$ cat src/rtl/dchain_pkg.sv
package dchain_pkg;
  typedef enum logic {
    ARB_PRIO  = 1'b0,
    ARB_ROUND = 1'b1
  } arb_mode_e;
endpackage

$ cat src/rtl/dchain_ripple.sv
// Grant ripple: one lap from the injection point, plus an optional second
// lap that models the wrap from the last cell back to cell 0.
module dchain_ripple #(
  parameter int N = 4
) (
  input  logic [N-1:0] inject,
  input  logic [N-1:0] req,
  input  logic         wrap,
  output logic [N-1:0] capture
);
  logic [N-1:0] gin0, pass0, gin1, pass1;

  for (genvar i = 0; i < N; i++) begin : g_lap
    if (i == 0) begin : g_head
      assign gin0[i] = inject[i];
      assign gin1[i] = wrap & pass0[N-1];
    end else begin : g_body
      assign gin0[i] = inject[i] | pass0[i-1];
      assign gin1[i] = pass1[i-1];
    end
    assign pass0[i]   = gin0[i] & ~req[i];
    assign pass1[i]   = gin1[i] & ~req[i];
    assign capture[i] = (gin0[i] | gin1[i]) & req[i];
  end
endmodule

$ cat src/rtl/dchain_cell.sv
// One device slot: holds ownership from capture until its own finish.
module dchain_cell (
  input  logic clk,
  input  logic rst,
  input  logic take,
  input  logic done,
  output logic own
);
  always_ff @(posedge clk) begin
    if (rst)       own <= 1'b0;
    else if (take) own <= 1'b1;
    else if (done) own <= 1'b0;
  end
endmodule

$ cat src/rtl/dchain_arb.sv
module dchain_arb #(
  parameter int N = 4
) (
  input  logic         clk,
  input  logic         rst,
  input  logic         mode,
  input  logic [N-1:0] req,
  input  logic [N-1:0] done,
  output logic         req_line,
  output logic [N-1:0] owner,
  output logic         busy
);
  import dchain_pkg::*;

  localparam logic [N-1:0] HEAD = N'(1);

  arb_mode_e    mode_e;
  logic [N-1:0] own, rot, inject, take;
  logic         fin, idle_start, rr_pass, busy_q, busy_next;

  assign mode_e     = arb_mode_e'(mode);
  assign req_line   = |req;
  assign fin        = |(done & own);
  assign idle_start = ~busy_q & req_line;
  assign rr_pass    = busy_q & fin & (mode_e == ARB_ROUND);

  // Next cell after the owner, with wrap.
  for (genvar i = 0; i < N; i++) begin : g_rot
    assign rot[i] = own[(i + N - 1) % N];
  end

  always_comb begin
    if (idle_start)   inject = HEAD;
    else if (rr_pass) inject = rot;
    else              inject = '0;
  end

  dchain_ripple #(.N(N)) u_ripple (
    .inject  (inject),
    .req     (req),
    .wrap    (rr_pass),
    .capture (take)
  );

  for (genvar i = 0; i < N; i++) begin : g_cell
    dchain_cell u_cell (
      .clk  (clk),
      .rst  (rst),
      .take (take[i]),
      .done (done[i]),
      .own  (own[i])
    );
  end

  assign busy_next = (|take) | (busy_q & ~fin);

  always_ff @(posedge clk) begin
    if (rst) busy_q <= 1'b0;
    else     busy_q <= busy_next;
  end

  assign owner = own;
  assign busy  = busy_q;
endmodule

$ cat config.mk
export PLATFORM = sky130hd
export DESIGN_NAME = dchain_arb
export DESIGN_NICKNAME = d
export VERILOG_FILES = /design/src/rtl/dchain_pkg.sv /design/src/rtl/dchain_ripple.sv /design/src/rtl/dchain_cell.sv /design/src/rtl/dchain_arb.sv
export SDC_FILE = /design/constraint.sdc
export NUM_CORES = 1
export LEC_CHECK = 0
export ABC_AREA = 1
export BUFFER_PORTS_ARGS = -buffer_cell sky130_fd_sc_hd__buf_2
export CAP_MARGIN = 5
export CORE_AREA = 4 4 41 43
export CTS_CLUSTER_SIZE = 8
export DETAILED_ROUTE_END_ITERATION = 8
export DIE_AREA = 0 0 45 47
export SYNTH_ARGS = -nofsm -noshare
export SYNTH_HDL_FRONTEND = slang
export SYNTH_SLANG_ARGS = --single-unit
$ cat constraint.sdc
create_clock -name clk -period 3.1 [get_ports clk]
set_input_delay 0.62 -clock clk [delete_from_list [all_inputs] [get_ports clk]]
set_output_delay 0.62 -clock clk [all_outputs]
set_load 0.01 [all_outputs]
==> results of run 1 <==
worst min-delay path: cells and delay by family, from the launching register on:
kind             cells  cell delay, ns
AO/OA/AOI/OAI        1            0.05
flip-flops           1            0.33
AND/OR/NAND/NOR      1            0.07
registers in the layout (all words and copies together) (netlist names):
name,count
busy,1
g_cell.u_cell.own,4
cell usage after synthesis, drive strengths merged:
| cell | count |
|---|---|
| a21oi | 4 |
| a22oi | 1 |
| buf | 4 |
| dfxtp | 5 |
| inv | 16 |
| nand2 | 28 |
| nand3 | 3 |
| nand4 | 2 |
| nor2 | 6 |
kinds of logic (layout without fill, tap and decap cells):
family	count (synthesis)	in the layout	share of synthesized area
flip-flops	5	5	0.260
AO/OA/AOI/OAI	5	5	0.0714
buffers and inverters	20	36	0.234
AND/OR/NAND/NOR	39	39	0.435
power by group through the flow:
stage | Combinational (W) | Clock (W) | Sequential, W
CTS | 0.0000461 | 0.0000817 | 0.0000733
finish | 0.0000455 | 0.0000771 | 0.0000734
detailed placement | 0.0000459 | 0 | 0.0000745
global placement | 0.0000454 | 0 | 0.0000743
floorplan | 0.0000320 | 0 | 0.0000745
global route | 0.0000523 | 0.0000855 | 0.0000741
metal layers:
metal	global-route usage	routed length, µm
met3	0.0345	61
met1	0.110	423
met4	0.0526	0
met5	0	0
met2	0.147	382
final timing paths:
kind                                startpoint                                end  slack (ns)  depth (start not counted)
min reg2reg  g_cell[0].u_cell.own$_SDFFE_PP0P_  g_cell[0].u_cell.own$_SDFFE_PP0P_        0.49                          2
min          g_cell[0].u_cell.own$_SDFFE_PP0P_  g_cell[0].u_cell.own$_SDFFE_PP0P_        0.49                          2
max                                    done[1]                    busy$_SDFF_PP0_        1.34                         19
max reg2reg  g_cell[2].u_cell.own$_SDFFE_PP0P_                    busy$_SDFF_PP0_        1.46                         16
final cells by class:
cell class	instances	area (µm²)
timing repair buffer	16	80.1
multi-input combinational	44	195
inverter	16	60.1
clock buffer	4	26.3
sequential	5	100
tap	15	18.8
fill	160	821
metrics by stage:
step / utilization / total power (W) / cells / worst slack, ns
global placement: 0.349 / 0.000120 / 96 / 1.10
CTS: 0.369 / 0.000201 / 100 / 1.34
finish: 0.369 / 0.000196 / 100 / 1.34
floorplan: - / 0.000106 / 69 / 1.29
detailed placement: 0.349 / 0.000120 / 96 / 1.09
global route: 0.369 / 0.000212 / 100 / 1.14
==> qor.yml, run 1 <==
cts:
  cts_tree: "yes"
  cts.clk_slew.worst_paths_ns: 0.05
  post_cts_buffers: 0
  clock_sinks: 5
  clk_latency_ns: 0.24
  clockBufferDepth: 2
  cts_root_buf: "clkbuf_4"
  cts_hold_buf: 0
  cts_htree_levels: 1
  cts_buffers: 3
  ctsResizeCount: 0
finish:
  final_cell_area_um2: 480
  layout_commonest_cell: "nand2_1"
  final_cell_mix: "26 x nand2_1, 16 x buf_2, 15 x inv_1"
  drive_gt1_frac: 0.271
  nets: 97
  area_growth_pct: 24.7
  antennaDiodeCount: 0
sta:
  tightest_slew_ns: 0.173
  rsz0062_at_grt: "no"
  finalHoldViolCount: 0
  relSlewSlack: 0.884
  fin_crit_ns: 1.76
  tns_ns: 0
  period_share: 0.567
  clock_skew_ns: 0.000292
  hold_ws_ns: 0.494
  fmax_mhz: 569
  setup_viol: 0
  maxSlewViolCount: 0
yosys:
  syn-instance-count: 69
  syn-num-nets: 80
  yosysWarnings: 0
  avgSynthCellArea_um2: 5.59
  yosysTopAreaCell: "dfxtp_1"
  syn_area_um2: 385
  synth_seq_cells: 5
  yosysTopAreaCellShare: 0.260
  ys_top_cells_by_area: "dfxtp_1 26%, nand2_1 25%, inv_1 15%"
  seq_area_frac_synth: 0.260
  netlist-cell-type-count: 12
grt:
  grt.total_usage: 0.0934
  grt_pass1_wl_um: 1370
  grt_max_degree: 6
  grt_overflow: 0
  first_global_vias: 361
  antenna_found_initial: 0
power_and_ir_drop:
  vdd_drop_max_mv: 0.281
  seq_power_share: 0.374
  power_leakage_nw: 0.285
  clockPowerShare: 0.393
  comb_power_share: 0.232
  power.density_nw_per_um2: 408
  switchingPower_w: 0.0000595
  p_sw_frac: 0.304
  intPower_w: 0.000136
routing:
  wl_per_cell_um: 8.67
  via_per_inst: 4.08
  drt-initial-drc-count: 5
  ant_nets: 0
  detail_route.first_pass.iterations: 4
  drc_errors: 0
  drt-total-wl_um: 867
  dr_total_vias: 408
setup_path:
  crit_family: "simple AND/OR/NAND/NOR gates"
  max_stage_delay_ns: 0.10
  path_common_cell: "nand2_1"
  crit_chain: "buf_2, nand2_1, nand2_1, inv_1, nand2_2, nand3_1, nand2_1, nand2_1, nand2_1, nand2_1, nand2_1, nand2_1, nand2_2, nand3_1, nand2_1, nand2_1, nand3_1, nor2_1, nor2_1"
  cp-end-kind: "register"
  cp.buffers_inverters: 2
  path_max_fanout: 5
  worstPathRequired_ns: 3.23
  slowest_stage: "buf_2"
  crit_arrival_ns: 1.89
  path_class: "input port to register"
  crit_path_start_kind: "input port"
placed_design:
  gp_congestion: 0.840
  io_buffers: 16
  hpwl_um: 731
  placed_cell_area_um2: 454
job:
  drv_cap: 0
die:
  dieArea_um2: 2120
  dieHeight_um: 47
  coreArea_um2: 1300
  rows: 13
  fp.dieW_um: 45
  io_pins: 17
  start_util: 0.296
hold_path:
  hp-class: "register to register"
run_status:
  outcome: "completed"
Power figures use the tool's default switching activity.
==> run 2, diff against run 1 <==
--- a/config.mk
+++ b/config.mk
@@ -5,7 +5,7 @@
 export SDC_FILE = /design/constraint.sdc
 export NUM_CORES = 1
 export LEC_CHECK = 0
-export ABC_AREA = 1
+export ABC_AREA = 0
 export BUFFER_PORTS_ARGS = -buffer_cell sky130_fd_sc_hd__buf_2
 export CAP_MARGIN = 5
 export CORE_AREA = 4 4 41 43
==> constraint.sdc (replaced) <==
create_clock -name clk -period 1.5 [get_ports clk]
set_input_delay 0.3 -clock clk [delete_from_list [all_inputs] [get_ports clk]]
set_output_delay 0.3 -clock clk [all_outputs]
set_load 0.01 [all_outputs]
==> run 2 against run 1 <==
Non-clock buffer count increased by 5. Clock skew about the same. Critical path depth decreased by 14. Core utilization increased by 5.3 points. Routed wire length increased by 24%. Sequential power increased by 110%. Final area increased by 14%. Largest power group unchanged.
==> qor.yml, run 2 <==
run_status:
  outcome: "completed"
yosys:
  synth_edf_count: 0  # unchanged
  ys_top_cells_by_area: "dfxtp_1 25%, a21oi_1 9.9%, buf_4 7.5%"
  syn-num-nets: 62  # -23%
  seq_area_frac_synth: 0.248  # -0.0113
  yosysWarnings: 0  # unchanged
  synthArstFlopShare: 0  # unchanged
  avgSynthCellArea_um2: 7.90  # +41%
  syn_area_um2: 403  # +4.5%
  yosysTopAreaCellShare: 0.248  # -0.0113
  ys_dominant_reg_cell: "dfxtp_1"
  yosysTopAreaCell: "dfxtp_1"
  yosysMostFrequentCell: "a21oi_1"
  synth_common_cells: "8 x a21oi_1, 5 x dfxtp_1, 4 x buf_4, 4 x o21ai_0"
  netlist-cell-type-count: 25  # +13
  syn-instance-count: 51  # -26%
  synth_seq_cells: 5  # unchanged
setup_path:
  crit_arrival_ns: 1.59  # -0.30 ns
  path_max_fanout: 6  # +1
  crit_chain: "a22o_4, o21ai_4, nor4_2, o31ai_2, a41oi_1"
  cp.buffers_inverters: 0  # -2
  worstPathRequired_ns: 1.61  # -1.62 ns
  crit_path_start_kind: "register"
  cp-end-kind: "register"
  path_class: "register to register"
  max_stage_delay_ns: 0.34  # +0.24 ns
  slowest_stage: "dfxtp_2"
  crit_family: "compound AO/OA/AOI/OAI gates"
die:
  rows: 13  # unchanged
  start_util: 0.310  # +0.0135
  dieHeight_um: 47  # unchanged
  fp.dieW_um: 45  # unchanged
  io_pins: 17  # unchanged
  coreArea_um2: 1300  # unchanged
  dieArea_um2: 2120  # unchanged
cts:
  cts_buffers: 3  # unchanged
  clk_latency_ns: 0.24  # about the same
  clock_sinks: 5  # unchanged
  cts_htree_levels: 1  # unchanged
  cts.clk_slew.worst_paths_ns: 0.05  # about the same
  cts_tree: "yes"
  clockBufferDepth: 2  # unchanged
  cts_root_buf: "clkbuf_4"
routing:
  drc_errors: 0  # unchanged
  ant_nets: 0  # unchanged
  met3_length_um: 84  # +38%
  wl_per_cell_um: 12.5  # +44%
  drt-total-wl_um: 1070  # +24%
  wl_met1_um: 511  # +21%
  topRoutingLayerUsed: "met4"
  drt-initial-drc-count: 10  # +5
  detail_route.first_pass.iterations: 4  # unchanged
  wl_met2_um: 460  # +20%
  dr_total_vias: 460  # +13%
  via_per_inst: 5.35  # +31%
hold_path:
  hp-class: "input port to register"
job:
  drv_cap: 0  # unchanged
placed_design:
  io_buffers: 16  # unchanged
  gp_congestion: 0.895  # +6.6%
  placed_cell_area_um2: 497  # +9.4%
  hpwl_um: 828  # +13%
  dpl.cell_count: 81  # -16%
finish:
  drive_gt1_frac: 0.465  # +0.194
  final_cells: 86  # -14%
  layout_commonest_cell: "buf_2"
  utilization: 0.422  # +0.0529
  antennaDiodeCount: 0  # unchanged
  area_growth_pct: 36.3
  largest_reg_flops: 4  # unchanged
  final_cell_mix: "16 x buf_2, 8 x a21oi_1, 5 x buf_4"
  final_cell_area_um2: 549  # +14%
  largest_register: "g_cell.u_cell.own"
  n_fill_cell: 143  # -11%
  nets: 83  # -14%
sta:
  fin_crit_ns: 1.48
  tightest_slew_ns: 0.378  # +0.204 ns
  clock_skew_ns: 0.000240  # -0.0000524 ns
  tns_ns: 0  # unchanged
  period_share: 0.985
  maxSlewViolCount: 0  # unchanged
  finalHoldViolCount: 0  # unchanged
  rsz0062_at_grt: "yes"
  relSlewSlack: 0.748  # -0.136
  setup_viol: 0  # unchanged
  fmax_mhz: 677
grt:
  antenna_found_initial: 0  # unchanged
  grt_max_degree: 9  # +3
  grt_overflow: 0  # unchanged
  grt_pass1_wl_um: 1800  # +31%
  first_global_vias: 425  # +18%
  grt.total_usage: 0.119  # +0.0260
power_and_ir_drop:
  vdd_drop_max_mv: 0.470  # +67%
  power_leakage_nw: 0.220  # -23%
  power.density_nw_per_um2: 780  # +91%
  total_power_w: 0.000429  # +120%
==> run 2: report_power, final <==
group | internal (W) | switching, W | total, W | leakage (nW)
sequential | 0.000143 | 0.0000116 | 0.000154 | 0.0414
clock | 0.000101 | 0.0000617 | 0.000163 | 0.0150
combinational | 0.0000528 | 0.0000586 | 0.000111 | 0.164
==> run 2: kinds of logic after synthesis <==
group,synth area share
and+or+nand+nor,0.221
buffers and inverters,0.115
DFF,0.248
AOI/OAI and AO/OA,0.416
==> run 2: worst register-to-register path: stages, from the launching register on <==
cell	delay [ns]
dfxtp_2	0.34
a22o_4	0.26
o21ai_4	0.24
nor4_2	0.08
o31ai_2	0.28
a41oi_1	0.14
==> run 2: what timing repair did <==
action | CTS | global route
setup endpoints to repair | 0 | 2
hold buffers | 0 | 0
setup buffers | 0 | 1
resized for setup | 0 | 5
==> run 2: path summary, 6_finish.rpt <==
kind	from	end	slack [ns]	cells past startpoint
min	rst	g_cell[0].u_cell.own$_SDFFE_PP0P_	0.28	2
min reg2reg	g_cell[3].u_cell.own$_SDFFE_PP0P_	g_cell[3].u_cell.own$_SDFFE_PP0P_	0.53	2
max reg2reg	g_cell[0].u_cell.own$_SDFFE_PP0P_	busy$_SDFF_PP0_	0.02	5
max	g_cell[0].u_cell.own$_SDFFE_PP0P_	busy$_SDFF_PP0_	0.02	5
==> run 2: area by class of cell <==
class	instances	area (µm²)	share of cell area
clock buffer	4	26.3	0.0478
inverter	3	11.3	0.0205
multi-input combinational	38	274	0.499
sequential	5	101	0.185
tap	15	18.8	0.0342
timing repair buffer	21	118	0.214
==> run 2: routing by layer <==
metal,GRT usage,up-vias
met4,0.0702,0
met1,0.148,210
li1,-,229
met2,0.184,19
met5,0,-
met3,0.0345,2
==> run 2: per-stage QoR <==
| step | hold slack (ns) | setup WS, ns |
|---|---|---|
| floorplan | 0.369 | 0.182 |
| global placement | 0.538 | -0.0482 |
| detailed placement | 0.520 | -0.0460 |
| CTS | 0.283 | 0.0309 |
| global route | 0.280 | -0.0432 |
| finish | 0.284 | 0.0220 |
==> run 3, diff against run 2 <==
--- a/config.mk
+++ b/config.mk
@@ -6,12 +6,13 @@
 export NUM_CORES = 1
 export LEC_CHECK = 0
 export ABC_AREA = 0
-export BUFFER_PORTS_ARGS = -buffer_cell sky130_fd_sc_hd__buf_2
 export CAP_MARGIN = 5
 export CORE_AREA = 4 4 41 43
-export CTS_CLUSTER_SIZE = 8
+export CTS_CLUSTER_SIZE = 28
 export DETAILED_ROUTE_END_ITERATION = 8
 export DIE_AREA = 0 0 45 47
+export DONT_BUFFER_PORTS = 1
+export GPL_TIMING_DRIVEN = 0
 export SYNTH_ARGS = -nofsm -noshare
 export SYNTH_HDL_FRONTEND = slang
 export SYNTH_SLANG_ARGS = --single-unit
==> run 3 against run 2 <==
Routed wire length rose by 1.1%. Total power is 6.3% lower. Sequential share of layout area is 1.6 points higher. Final area decreased by 2.3%. Register-to-register slack improved by 0.02 ns. Global-route usage fell by 0.70 points. Setup slack improved by 0.016 ns. Critical endpoint unchanged. Combinational power down 21%. Sequential power rose by 4%. Worst hold slack lost 0.17 ns. Clock skew is 0.0017 ns higher.
==> qor.yml, run 3 (synthesized netlist as in run 2, its figures left out) <==
grt:
  grtUsageMet1: 0.139  # -0.00879
  antenna_found_initial: 0  # unchanged
  grt_overflow: 0  # unchanged
  use_met2: 0.164  # -0.0198
  grt_pass1_wl_um: 1680  # -6.9%
  use_met3: 0.0307  # -0.00383
  grt_max_degree: 11  # +2
  grt.total_usage: 0.112  # -0.00703
  busiest_layer: "met2"
  first_global_vias: 427  # +0.47%
sta:
  finalHoldViolCount: 0  # unchanged
  relSlewSlack: 0.775  # +0.0270
  tightest_slew_ns: 0.335  # -0.0433 ns
  period_share: 0.975  # -0.0106
  tns_ns: 0  # unchanged
  clock_skew_ns: 0.00196  # +0.00172 ns
  fin_crit_ns: 1.46  # -0.0159 ns
  setup_viol: 0  # unchanged
  rsz0062_at_grt: "yes"
  fmax_mhz: 684  # +1.1%
  maxSlewViolCount: 0  # unchanged
setup_path:
  worstPathRequired_ns: 1.61  # about the same
  slowest_stage: "dfxtp_4"
  cp-end-kind: "register"
  r2r_setup_slack_ns: 0.04  # +0.02 ns
  max_stage_delay_ns: 0.34  # about the same
  crit_path_start_kind: "register"
  crit_arrival_ns: 1.57  # -0.02 ns
  crit_chain: "a22o_4, o21ai_4, nor2_2, o31ai_4, a41oi_1"
  crit_family: "compound AO/OA/AOI/OAI gates"
  path_max_fanout: 6  # unchanged
  cp.buffers_inverters: 0  # unchanged
  path_class: "register to register"
finish:
  area_growth_pct: 33.2
  final_cell_mix: "7 x a21oi_1, 7 x buf_4"
  regArea_um2: 108  # +6.2%
  antennaDiodeCount: 0  # unchanged
  multiInputGateArea_um2: 304  # +11%
  drive_gt1_frac: 0.475  # +0.00979
  largest_reg_flops: 4  # unchanged
  nets: 71  # -14%
  final_cell_area_um2: 537  # -2.3%
  n_fill_cell: 148  # +3.5%
  largest_register: "g_cell.u_cell.own"
job:
  drv_cap: 0  # unchanged
routing:
  drt-initial-drc-count: 0  # -10
  ant_nets: 0  # unchanged
  wl_per_cell_um: 14.6  # +18%
  via_per_inst: 5.55  # +3.8%
  detail_route.first_pass.iterations: 1  # -3
  drc_errors: 0  # unchanged
  dr_total_vias: 411  # -11%
  drt-total-wl_um: 1080  # +1.1%
placed_design:
  gp_congestion: 0.799  # -11%
  io_buffers: 0  # -16
  hpwl_um: 753  # -9.1%
  placed_cell_area_um2: 422  # -15%
die:
  dieHeight_um: 47  # unchanged
  dieArea_um2: 2120  # unchanged
  start_util: 0.310  # unchanged
  coreArea_um2: 1300  # unchanged
  fp.dieW_um: 45  # unchanged
  rows: 13  # unchanged
  io_pins: 17  # unchanged
cts:
  cts_buffers: 3  # unchanged
  clock_sinks: 5  # unchanged
  cts_hold_buf: 0  # unchanged
  clk_latency_ns: 0.24  # about the same
  cts_root_buf: "clkbuf_4"
  clockBufferDepth: 2  # unchanged
  cts_tree: "yes"
  cts_htree_levels: 1  # unchanged
  cts.clk_slew.worst_paths_ns: 0.04  # about the same
power_and_ir_drop:
  power_leakage_nw: 0.185  # -16%
  power.density_nw_per_um2: 748  # -4.1%
  vdd_drop_max_mv: 0.504  # +7.2%
hold_path:
  hp-class: "input port to register"
run_status:
  outcome: "completed"
run 3: cell count changes in the layout (fill, tap and decap cells not counted), sizes merged:
cell,delta
buf,-12
run 3: layout make-up:
class | instances | share of cell area
Tap cell | 15 | 0.0350
Buffer | 5 | 0.0653
Timing Repair Buffer | 4 | 0.0629
Clock buffer | 4 | 0.0490
Multi-Input combinational cell | 38 | 0.566
Inverter | 3 | 0.0210
Sequential cell | 5 | 0.200
run 3: where the power goes:
part | switching [W] | internal [W] | total [W] | leakage [nW]
clock | 0.0000530 | 0.000100 | 0.000153 | 0.0150
sequential | 0.0000176 | 0.000143 | 0.000160 | 0.0431
combinational | 0.0000426 | 0.0000455 | 0.0000881 | 0.127
total | 0.000113 | 0.000289 | 0.000402 | 0.185
run 3: worst paths after layout:
kind / from / to / cells past startpoint
max: g_cell[2].u_cell.own$_SDFFE_PP0P_ / busy$_SDFF_PP0_ / 5
min: rst / g_cell[1].u_cell.own$_SDFFE_PP0P_ / 1
max reg2reg: g_cell[2].u_cell.own$_SDFFE_PP0P_ / busy$_SDFF_PP0_ / 5
min reg2reg: g_cell[3].u_cell.own$_SDFFE_PP0P_ / g_cell[3].u_cell.own$_SDFFE_PP0P_ / 2
run 3: layer usage:
metal,routed length [µm],vias to the layer above
li1,-,205
met1,443,187
met4,14,0
met3,106,2
met5,0,-
met2,518,17
run 3: stage by stage:
stage	hold WS, ns	std cells	utilization	worst slack, ns	total power (W)
floorplan	0.369	51	-	0.182	0.000217
global placement	0.373	66	0.324	0.00622	0.000230
detailed placement	0.372	66	0.324	-0.00205	0.000230
CTS	0.107	72	0.368	0.00401	0.000398
global route	0.108	74	0.413	-0.0186	0.000427
finish	0.115	74	0.413	0.0379	0.000402
run 3: repair_timing:
item | 4_1_cts | 5_1_grt
resized for setup | 5 | 10
buffers inserted | 2 | 2
pin swaps | 3 | 6
setup endpoints to repair | 1 | 4
